**config.mk**
```make
export PLATFORM = sky130hd
export DESIGN_NAME = ctl_in_qual
export DESIGN_NICKNAME = d
export VERILOG_FILES = /design/src/rtl/ctl_in_qual_pkg.sv /design/src/rtl/cq_rst_sync.sv /design/src/rtl/cq_sync_bank.sv /design/src/rtl/cq_level_filter.sv /design/src/rtl/cq_edge_qual.sv /design/src/rtl/ctl_in_qual.sv
export SDC_FILE = /design/constraint.sdc
export NUM_CORES = 1
export LEC_CHECK = 0
export BUFFER_PORTS_ARGS = -buffer_cell sky130_fd_sc_hd__buf_2
export CORE_UTILIZATION = 45
export DETAILED_ROUTE_END_ITERATION = 8
export GPL_TIMING_DRIVEN = 1
export PLACE_DENSITY = 0.65
export SLEW_MARGIN = 20
export SYNTH_ARGS = -nofsm -noshare
export SYNTH_HDL_FRONTEND = slang
export SYNTH_SLANG_ARGS = --single-unit
```
**constraint.sdc**
```tcl
create_clock -name clk -period 2 [get_ports clk]
set_clock_uncertainty 0.05 [all_clocks]
set_input_delay 0.3 -clock clk [delete_from_list [all_inputs] [get_ports clk]]
set_output_delay 0.3 -clock clk [all_outputs]
set_load 0.1 [all_outputs]
```
**src/rtl/ctl_in_qual_pkg.sv**
```systemverilog
package ctl_in_qual_pkg;
  // Per-input state of the edge qualifier
  typedef enum logic [1:0] {
    EQ_IDLE  = 2'd0,  // negated, counting negated clocks
    EQ_ARMED = 2'd1,  // legal rise seen, counting asserted clocks
    EQ_DONE  = 2'd2   // event issued or assertion rejected, wait for negation
  } eq_state_e;
endpackage

```
**src/rtl/cq_rst_sync.sv**
```systemverilog
module cq_rst_sync (
  input  logic clk,
  input  logic rst_n,
  output logic rst_n_o
);
  logic [1:0] stg_q;

  always_ff @(posedge clk or negedge rst_n) begin
    if (!rst_n) stg_q <= 2'b00;
    else        stg_q <= {stg_q[0], 1'b1};
  end

  assign rst_n_o = stg_q[1];
endmodule

```
**src/rtl/cq_sync_bank.sv**
```systemverilog
module cq_sync_bank #(
  parameter int unsigned W       = 4,
  parameter int unsigned STAGES  = 2,
  parameter logic [W-1:0] RST_VAL = '0
) (
  input  logic         clk,
  input  logic         rst_n,
  input  logic [W-1:0] d_i,
  output logic [W-1:0] q_o
);
  logic [W-1:0] stg_q [STAGES];

  always_ff @(posedge clk or negedge rst_n) begin
    if (!rst_n) begin
      for (int i = 0; i < STAGES; i++) stg_q[i] <= RST_VAL;
    end else begin
      stg_q[0] <= d_i;
      for (int i = 1; i < STAGES; i++) stg_q[i] <= stg_q[i-1];
    end
  end

  assign q_o = stg_q[STAGES-1];
endmodule

```
**src/rtl/cq_level_filter.sv**
```systemverilog
module cq_level_filter #(
  parameter int unsigned W        = 4,
  parameter int unsigned MIN_CLKS = 2
) (
  input  logic         clk,
  input  logic         rst_n,
  input  logic [W-1:0] s_i,
  output logic [W-1:0] q_o
);
  localparam int unsigned CW = $clog2(MIN_CLKS + 1);
  localparam logic [CW-1:0] RUN_MAX = CW'(MIN_CLKS);

  for (genvar g = 0; g < W; g++) begin : g_bit
    logic          last_q;
    logic [CW-1:0] run_q, run_d;
    logic          out_q, out_d;

    // run_d: clocks the current value has been seen, saturating at MIN_CLKS
    always_comb begin
      if (s_i[g] == last_q) run_d = (run_q == RUN_MAX) ? run_q : run_q + CW'(1);
      else                  run_d = CW'(1);
      out_d = (run_d == RUN_MAX) ? s_i[g] : out_q;
    end

    always_ff @(posedge clk or negedge rst_n) begin
      if (!rst_n) begin
        last_q <= 1'b0;
        run_q  <= RUN_MAX;
        out_q  <= 1'b0;
      end else begin
        last_q <= s_i[g];
        run_q  <= run_d;
        out_q  <= out_d;
      end
    end

    assign q_o[g] = out_q;
  end
endmodule

```
**src/rtl/cq_edge_qual.sv**
```systemverilog
module cq_edge_qual
  import ctl_in_qual_pkg::*;
#(
  parameter int unsigned W        = 4,
  parameter int unsigned MIN_CLKS = 2
) (
  input  logic         clk,
  input  logic         rst_n,
  input  logic [W-1:0] s_i,
  output logic [W-1:0] evt_o,
  output logic [W-1:0] viol_o
);
  localparam int unsigned CW = $clog2(MIN_CLKS + 1);
  localparam logic [CW-1:0] RUN_MAX = CW'(MIN_CLKS);

  for (genvar g = 0; g < W; g++) begin : g_bit
    logic          last_q;
    logic [CW-1:0] run_q, run_d;
    eq_state_e     st_q, st_d;
    logic          evt_q, viol_q;
    logic          rise, fire, bad;

    always_comb begin
      if (s_i[g] == last_q) run_d = (run_q == RUN_MAX) ? run_q : run_q + CW'(1);
      else                  run_d = CW'(1);
      rise = s_i[g] && !last_q;
      fire = 1'b0;
      bad  = 1'b0;
      st_d = st_q;
      unique case (st_q)
        EQ_IDLE: begin
          if (rise) begin
            // run_q still holds the number of negated clocks before the rise
            if (run_q == RUN_MAX) st_d = EQ_ARMED;
            else begin
              bad  = 1'b1;
              st_d = EQ_DONE;
            end
          end
        end
        EQ_ARMED: begin
          if (!s_i[g]) begin
            bad  = 1'b1;
            st_d = EQ_IDLE;
          end else if (run_d == RUN_MAX) begin
            fire = 1'b1;
            st_d = EQ_DONE;
          end
        end
        EQ_DONE: begin
          if (!s_i[g]) st_d = EQ_IDLE;
        end
        default: st_d = EQ_IDLE;
      endcase
    end

    always_ff @(posedge clk or negedge rst_n) begin
      if (!rst_n) begin
        last_q <= 1'b0;
        run_q  <= '0;
        st_q   <= EQ_IDLE;
        evt_q  <= 1'b0;
        viol_q <= 1'b0;
      end else begin
        last_q <= s_i[g];
        run_q  <= run_d;
        st_q   <= st_d;
        evt_q  <= fire;
        if (bad) viol_q <= 1'b1;
      end
    end

    assign evt_o[g]  = evt_q;
    assign viol_o[g] = viol_q;
  end
endmodule

```
**src/rtl/ctl_in_qual.sv**
```systemverilog
module ctl_in_qual #(
  parameter int unsigned N_LVL       = 4,
  parameter int unsigned N_EDG       = 4,
  parameter int unsigned SYNC_STAGES = 2,
  parameter int unsigned MIN_CLKS    = 2,
  parameter logic [N_LVL-1:0] LVL_ACT_LOW = 4'b1011,
  parameter logic [N_EDG-1:0] EDG_ACT_LOW = 4'b1010
) (
  input  logic             clk,
  input  logic             rst_n,
  input  logic [N_LVL-1:0] lvl_raw_i,
  input  logic [N_EDG-1:0] edg_raw_i,
  output logic [N_LVL-1:0] lvl_q_o,
  output logic [N_EDG-1:0] edg_evt_o,
  output logic [N_EDG-1:0] edg_viol_o
);
  logic             rst_n_core;
  logic [N_LVL-1:0] lvl_sync, lvl_act;
  logic [N_EDG-1:0] edg_sync, edg_act;

  cq_rst_sync u_rst (
    .clk     (clk),
    .rst_n   (rst_n),
    .rst_n_o (rst_n_core)
  );

  // Synchronizers reset to the idle pin level so inversion yields "negated"
  cq_sync_bank #(.W(N_LVL), .STAGES(SYNC_STAGES), .RST_VAL(LVL_ACT_LOW)) u_lvl_sync (
    .clk   (clk),
    .rst_n (rst_n_core),
    .d_i   (lvl_raw_i),
    .q_o   (lvl_sync)
  );

  cq_sync_bank #(.W(N_EDG), .STAGES(SYNC_STAGES), .RST_VAL(EDG_ACT_LOW)) u_edg_sync (
    .clk   (clk),
    .rst_n (rst_n_core),
    .d_i   (edg_raw_i),
    .q_o   (edg_sync)
  );

  assign lvl_act = lvl_sync ^ LVL_ACT_LOW;
  assign edg_act = edg_sync ^ EDG_ACT_LOW;

  cq_level_filter #(.W(N_LVL), .MIN_CLKS(MIN_CLKS)) u_lvl (
    .clk   (clk),
    .rst_n (rst_n_core),
    .s_i   (lvl_act),
    .q_o   (lvl_q_o)
  );

  cq_edge_qual #(.W(N_EDG), .MIN_CLKS(MIN_CLKS)) u_edg (
    .clk    (clk),
    .rst_n  (rst_n_core),
    .s_i    (edg_act),
    .evt_o  (edg_evt_o),
    .viol_o (edg_viol_o)
  );
endmodule

```
Word level (Yosys, flattened, before mapping)
Cells that the tools add are included.
W data, S select, Z words.

cells by class
  add/subtract/negate cells = 8
  reductions and logical operators = 16
  eq/ne operators = 44
  bitwise logic cells = 2
  muxes and demuxes = 68

operator list
  operator               count
  $mux W2                36
  $eq A2 B2 Y1 const B   20
  $mux W1                24
  $pmux W2 S3            4
  $add A2 B1 Y2 const B  8
  $reduce_and A3 Y1      4
  $eq A1 B1 Y1           8
  $eq A2 B1 Y1 const B   4
  $logic_not A2 Y1       4
  $ne A2 B1 Y1 const B   4
  $ne A2 B2 Y1 const B   4
  $pmux W1 S2            4
  $ne A3 B2 Y1 const B   2
  $ne A3 B3 Y1 const B   2
  $logic_and A1 B1 Y1    4
  $logic_not A1 Y1       4
  $not A3 Y3             1
  $not A2 Y2             1

word-level totals
  input bits = 10
  output and inout bits = 12
  word-level logic and storage cells = 175
  register bits after elaboration = 62

Logic depth before layout (Yosys ltp)
  depth in word-level cells = 7
  gate-level depth with buffers = 4
  gate-level depth less buffers = 4

By module
Synthesis repeated with hierarchy kept, for this count alone.

unflattened totals
  cells, all modules = 212
  area, all modules = 2,640.0 um^2

modules (own cells, without submodules)
  module                     cells each  area an instance (um^2)  times used  sequential area each (um^2)
  cq_edge_qual               116         1,368.8                  1           700.7
  cq_level_filter            64          725.7                    1           405.4
  cq_sync_bank (u_lvl_sync)  12          237.7                    1           207.7
  cq_sync_bank (u_edg_sync)  12          235.2                    1           205.2
  cq_rst_sync                3           53.8                     1           50.0
  ctl_in_qual                5           18.8                     1           0.0

Least setup slack after synthesis
OpenSTA, ideal clock, no wires.

  path kind = flip-flop to flip-flop
  start point = register u_lvl.g_bit[0].run_q[1]
  end point = register u_lvl.g_bit[0].out_q
  period minus slack after synthesis = 1,576 ps
  data required time = 1,826 ps
  stages on the path, launching flop included = 5
  buffers on the path = 0
  setup time = 124 ps
  data arrival time = 1,402 ps
  slack = 424 ps
  cell sequence = dfstp_2 > inv_1 > ha_1 > or3b_1 > a211o_1

between the ends
  cells in the longest elaborated chain, start to end = 4
  elaborated cells between the ends (all ways) = 5
  classes of those cells = add/sub: 1; eq/ne: 2; mux: 2

ends and longest elaborated chain
  item                                           RTL line               source
  start, declared                                cq_level_filter.sv:15  logic [CW-1:0] run_q, run_d;
  start signal, assigned                         cq_level_filter.sv:32  run_q <= run_d;
  $add A2 B1 Y2 or $eq A2 B2 Y1 (tied branches)  cq_level_filter.sv:20  if (s_i[g] == last_q) run_d = (run_q == RUN_MAX) ? run_q : run_q + CW'(1);
  $mux W2 * (2 in a row)                         cq_level_filter.sv:20
  $eq A2 B2 Y1 *                                 cq_level_filter.sv:22  out_d = (run_d == RUN_MAX) ? s_i[g] : out_q;
  end signal, assigned                           cq_level_filter.sv:33  out_q <= out_d;
  end, declared                                  cq_level_filter.sv:16  logic out_q, out_d;

Mark *: on every way between the ends. The rest lies on a longest branch, timed or not.
A chain may end at the register's enable or synchronous reset.

Final worst setup path
  start point = register u_lvl.g_bit[3].run_q[1]
  end point = register u_lvl.g_bit[3].out_q

between the ends
  cells in the longest elaborated chain, start to end = 4
  elaborated cells between the ends (all ways) = 5
  classes of those cells = add/sub: 1; eq/ne: 2; mux: 2

ends and longest elaborated chain
  item                                           RTL line
  start, declared                                cq_level_filter.sv:15
  start signal, assigned                         cq_level_filter.sv:32
  $add A2 B1 Y2 or $eq A2 B2 Y1 (tied branches)  cq_level_filter.sv:20
  $mux W2 * (2 in a row)                         cq_level_filter.sv:20
  $eq A2 B2 Y1 *                                 cq_level_filter.sv:22
  end signal, assigned                           cq_level_filter.sv:33
  end, declared                                  cq_level_filter.sv:16

Marked as above.

==> reports/qor.yml <==
synthesis:
  synth.net_count: 227
  synth.distinct_cells: 31
  synthCells: 201
  synth_edf_count: 0
  ys_seq_elements: 62
  synth-async-reset-ratio: 1.000
  ys.flop_type: "dfrtp_1"
  synth_top_area_frac: 0.4600
  synth_seq_area_share: 0.6009
  yosys-top-cells-area: "dfrtp_1 46%, dfstp_2 14%, ha_1 7.7%"
  avgSynthCellArea_um2: 12.99
  syn-cell-area_um2: 2611
  yosysWarnings: 0
  synth_top_area_cell: "dfrtp_1"
detailed_routing:
  remaining_drc_errors: 0
  drt_iter0_drc: 62
  finalWirelength_um: 3390
  vias: 1420
  wl_per_cell_um: 11.15
  vias_per_cell: 4.671
  drtPass1Iterations: 4
  ant_nets: 0
grt:
  grt_first_pass_wirelength_um: 6175
  grt_antenna_before_repair: 0
  grt-ovfl-total: 0
  use_met1: 0.1632
  grt_max_degree: 31
  grtUsageMet2: 0.2053
  grt_pass1_vias: 1475
  grt.busiest_layer: "met2"
  grt_usage: 0.1359
  use_met3: 0.03837
finish:
  final_common_cell: "dfrtp_1"
  mostFrequentLayoutCells: "47 x dfrtp_1, 30 x inv_1, 21 x buf_2, 16 x ha_1, 14 x dfstp_2"
  final_cells: 304
  fillers: 499
  layout-drive-gt1-share: 0.2931
  diodes: 0
  area_growth_pct: 13.85
  fin_nets: 253
  seq_area_um2: 1570
  multi_input_area_um2: 839.6
floorplan:
  die_w_um: 78.18
  io_pins: 22
  dieArea_um2: 6111
  rows: 27
  core-area_um2: 5540
  start_util: 0.4713
  die_h_um: 78.18
clock_tree:
  cts_max_path_buffers: 2
  root_buffer: "clkbuf_8"
  post_cts_resized: 0
  cts_htree_levels: 3
  cts_tree: "built"
  clk_pin_slew_ns: 0.06
  clkLatencyLatePin_ns: 0.32
  cts_sinks: 62
  cts_buffers: 9
timing:
  period_minus_slack_ns: 1.631
  period_share: 0.8155
  timing.fmax_mhz: 613.1
  finalSetupViolCount: 0
  slew_viol_final: 0
  setup_slack_ns: 0.3690
  timing_hold_violations_final: 0
  fin_setup_tns_ns: 0
  rsz0062_at_grt: "false"
  whs_ns: 0.02435
setup_path:
  critPathMaxFanout: 3
  cp.required_ns: 2.16
  cp_cell_sequence: "inv_1 > ha_1 > or3b_1 > a211o_1"
  crit_path_end_kind: "flop"
  crit_buf_inv: 1
  startpoint_type: "flop"
  crit_family: "flip-flops"
  critical-path-max-stage-delay_ns: 0.52
  arrival_ns: 1.79
  critPathSlowestCell: "dfstp_2"
  worstSetupPathType: "reg2reg"
power_and_ir_drop:
  p_total_mw: 3.443
  power_switching_mw: 1.053
  power.density_nw_per_um2: 1158
  clock_power_share: 0.315
  swShare: 0.3057
  combPwrFrac: 0.237
  ir_worst_vdd_mv: 0.4968
  cellInternalPower_mw: 2.390
  power_leakage_nw: 1.417
  power_frac_seq: 0.448
place:
  dp_hpwl_um: 2341
  pre_cts_ws_ns: 0.3760
  placedCellCount: 284
  numPortBuffers: 21
  gp_congestion: 0.7152
min_path:
  hold_class: "in2reg"
run:
  max_cap_viol_count: 0
status:
  outcome: "finished, final reports clean"
==> power groups by stage <==
stage	Sequential [mW]	Clock, mW	Combinational [mW]
detailed placement	1.57	0	0.816
CTS	1.54	1.13	0.824
global placement	1.56	0	0.808
floorplan	1.56	0	0.727
global route	1.57	1.18	0.911
finish	1.54	1.08	0.816
==> sequential cells by signal, summed over array words and instances (netlist names) <==
| name | flops |
|---|---|
| u_lvl.g_bit.run_q | 8 |
| u_edg.g_bit.st_q | 8 |
| u_lvl.g_bit.last_q | 4 |
| u_edg.g_bit.last_q | 4 |
| u_lvl_sync.stg_q | 4 |
| u_edg_sync.stg_q | 4 |
| u_rst.stg_q | 2 |
| u_edg.g_bit.evt_q | 4 |
| u_lvl.g_bit.out_q | 4 |
| u_edg.g_bit.viol_q | 4 |
| u_edg.g_bit.run_q | 8 |
| u_lvl_sync.q_o | 4 |
| u_edg_sync.q_o | 4 |
==> worst paths after layout <==
check | from | endpoint | slack [ns] | cells after the start
min in group asynchronous | rst_n | u_rst.stg_q[0] | 0.23 | 2
max in group asynchronous | u_rst.stg_q[1] | u_lvl_sync.stg_q[5] | 1.34 | 1
worst min-delay path | lvl_raw_i[1] | u_lvl_sync.stg_q[5] | 0.02 | 1
worst min register to register | u_rst.stg_q[1] | u_edg.g_bit[2].st_q[1] | 0.24 | 1
worst max register to register | u_lvl.g_bit[3].run_q[1] | u_lvl.g_bit[3].out_q | 0.37 | 4
worst max-delay path | u_lvl.g_bit[3].run_q[1] | u_lvl.g_bit[3].out_q | 0.37 | 4
==> cell usage after synthesis, types with 2 or more instances <==
library cell / number
a211o_1: 3
a31o_2: 2
and2_1: 9
and3b_1: 2
buf_4: 12
dfrtp_1: 48
dfstp_2: 14
ha_1: 16
inv_1: 30
nand2_1: 2
nand2b_1: 9
nand3b_1: 10
nand4b_1: 4
nor2_1: 6
nor2b_1: 2
nor4bb_1: 5
o211ai_2: 4
o311ai_1: 2
or2_2: 2
or3b_1: 2
or3b_2: 2
or4b_4: 4
xor2_1: 3
==> metal layers <==
metal	routed length, um	vias to the layer above
met2	1563	23
met4	93	0
met3	108	7
li1	-	712
met5	0	-
met1	1624	678
==> layout make-up <==
class / count / share of cell area
well taps: 72 / 0.03030
flip-flops and latches: 62 / 0.5282
multi-input cells: 97 / 0.2824
inverters: 30 / 0.03788
clock buffers: 12 / 0.05219
repair buffers: 27 / 0.05387
clock inverters: 4 / 0.01515
==> worst reg2reg max path, stage by stage (launching register included) <==
cell	delay (ns)
dfstp_2	0.52
inv_1	0.04
ha_1	0.28
or3b_1	0.34
a211o_1	0.29
==> metrics by stage <==
step / utilization / cell area, um^2
final: 0.5366 / 2973
after global routing: 0.5366 / 2973
after CTS: 0.5330 / 2953
after detailed placement: 0.4932 / 2733
after global placement: 0.4932 / 2733
after floorplan: - / 2611
==> repair_timing <==
action,4_1_cts,5_1_grt
buffers inserted,0,0
endpoints found under the setup margin,0,0
endpoints found under the hold margin,3,2
hold buffers,2,2
==> logic make-up (layout without fill, tap and decap cells) <==
| group | after synthesis | after routing | synth area share |
|---|---|---|---|
| flip-flops | 62 | 62 | 0.6009 |
| AND/OR/NAND/NOR | 62 | 62 | 0.1782 |
| buffers and inverters | 42 | 73 | 0.07763 |
| adder cells (fa/ha/maj) | 16 | 16 | 0.07666 |
| AO/OA/AOI/OAI | 14 | 14 | 0.05176 |
| XOR/XNOR | 4 | 4 | 0.01342 |
| other | 1 | 1 | 0.001436 |
No activity file was read; power rests on OpenSTA's default activity.
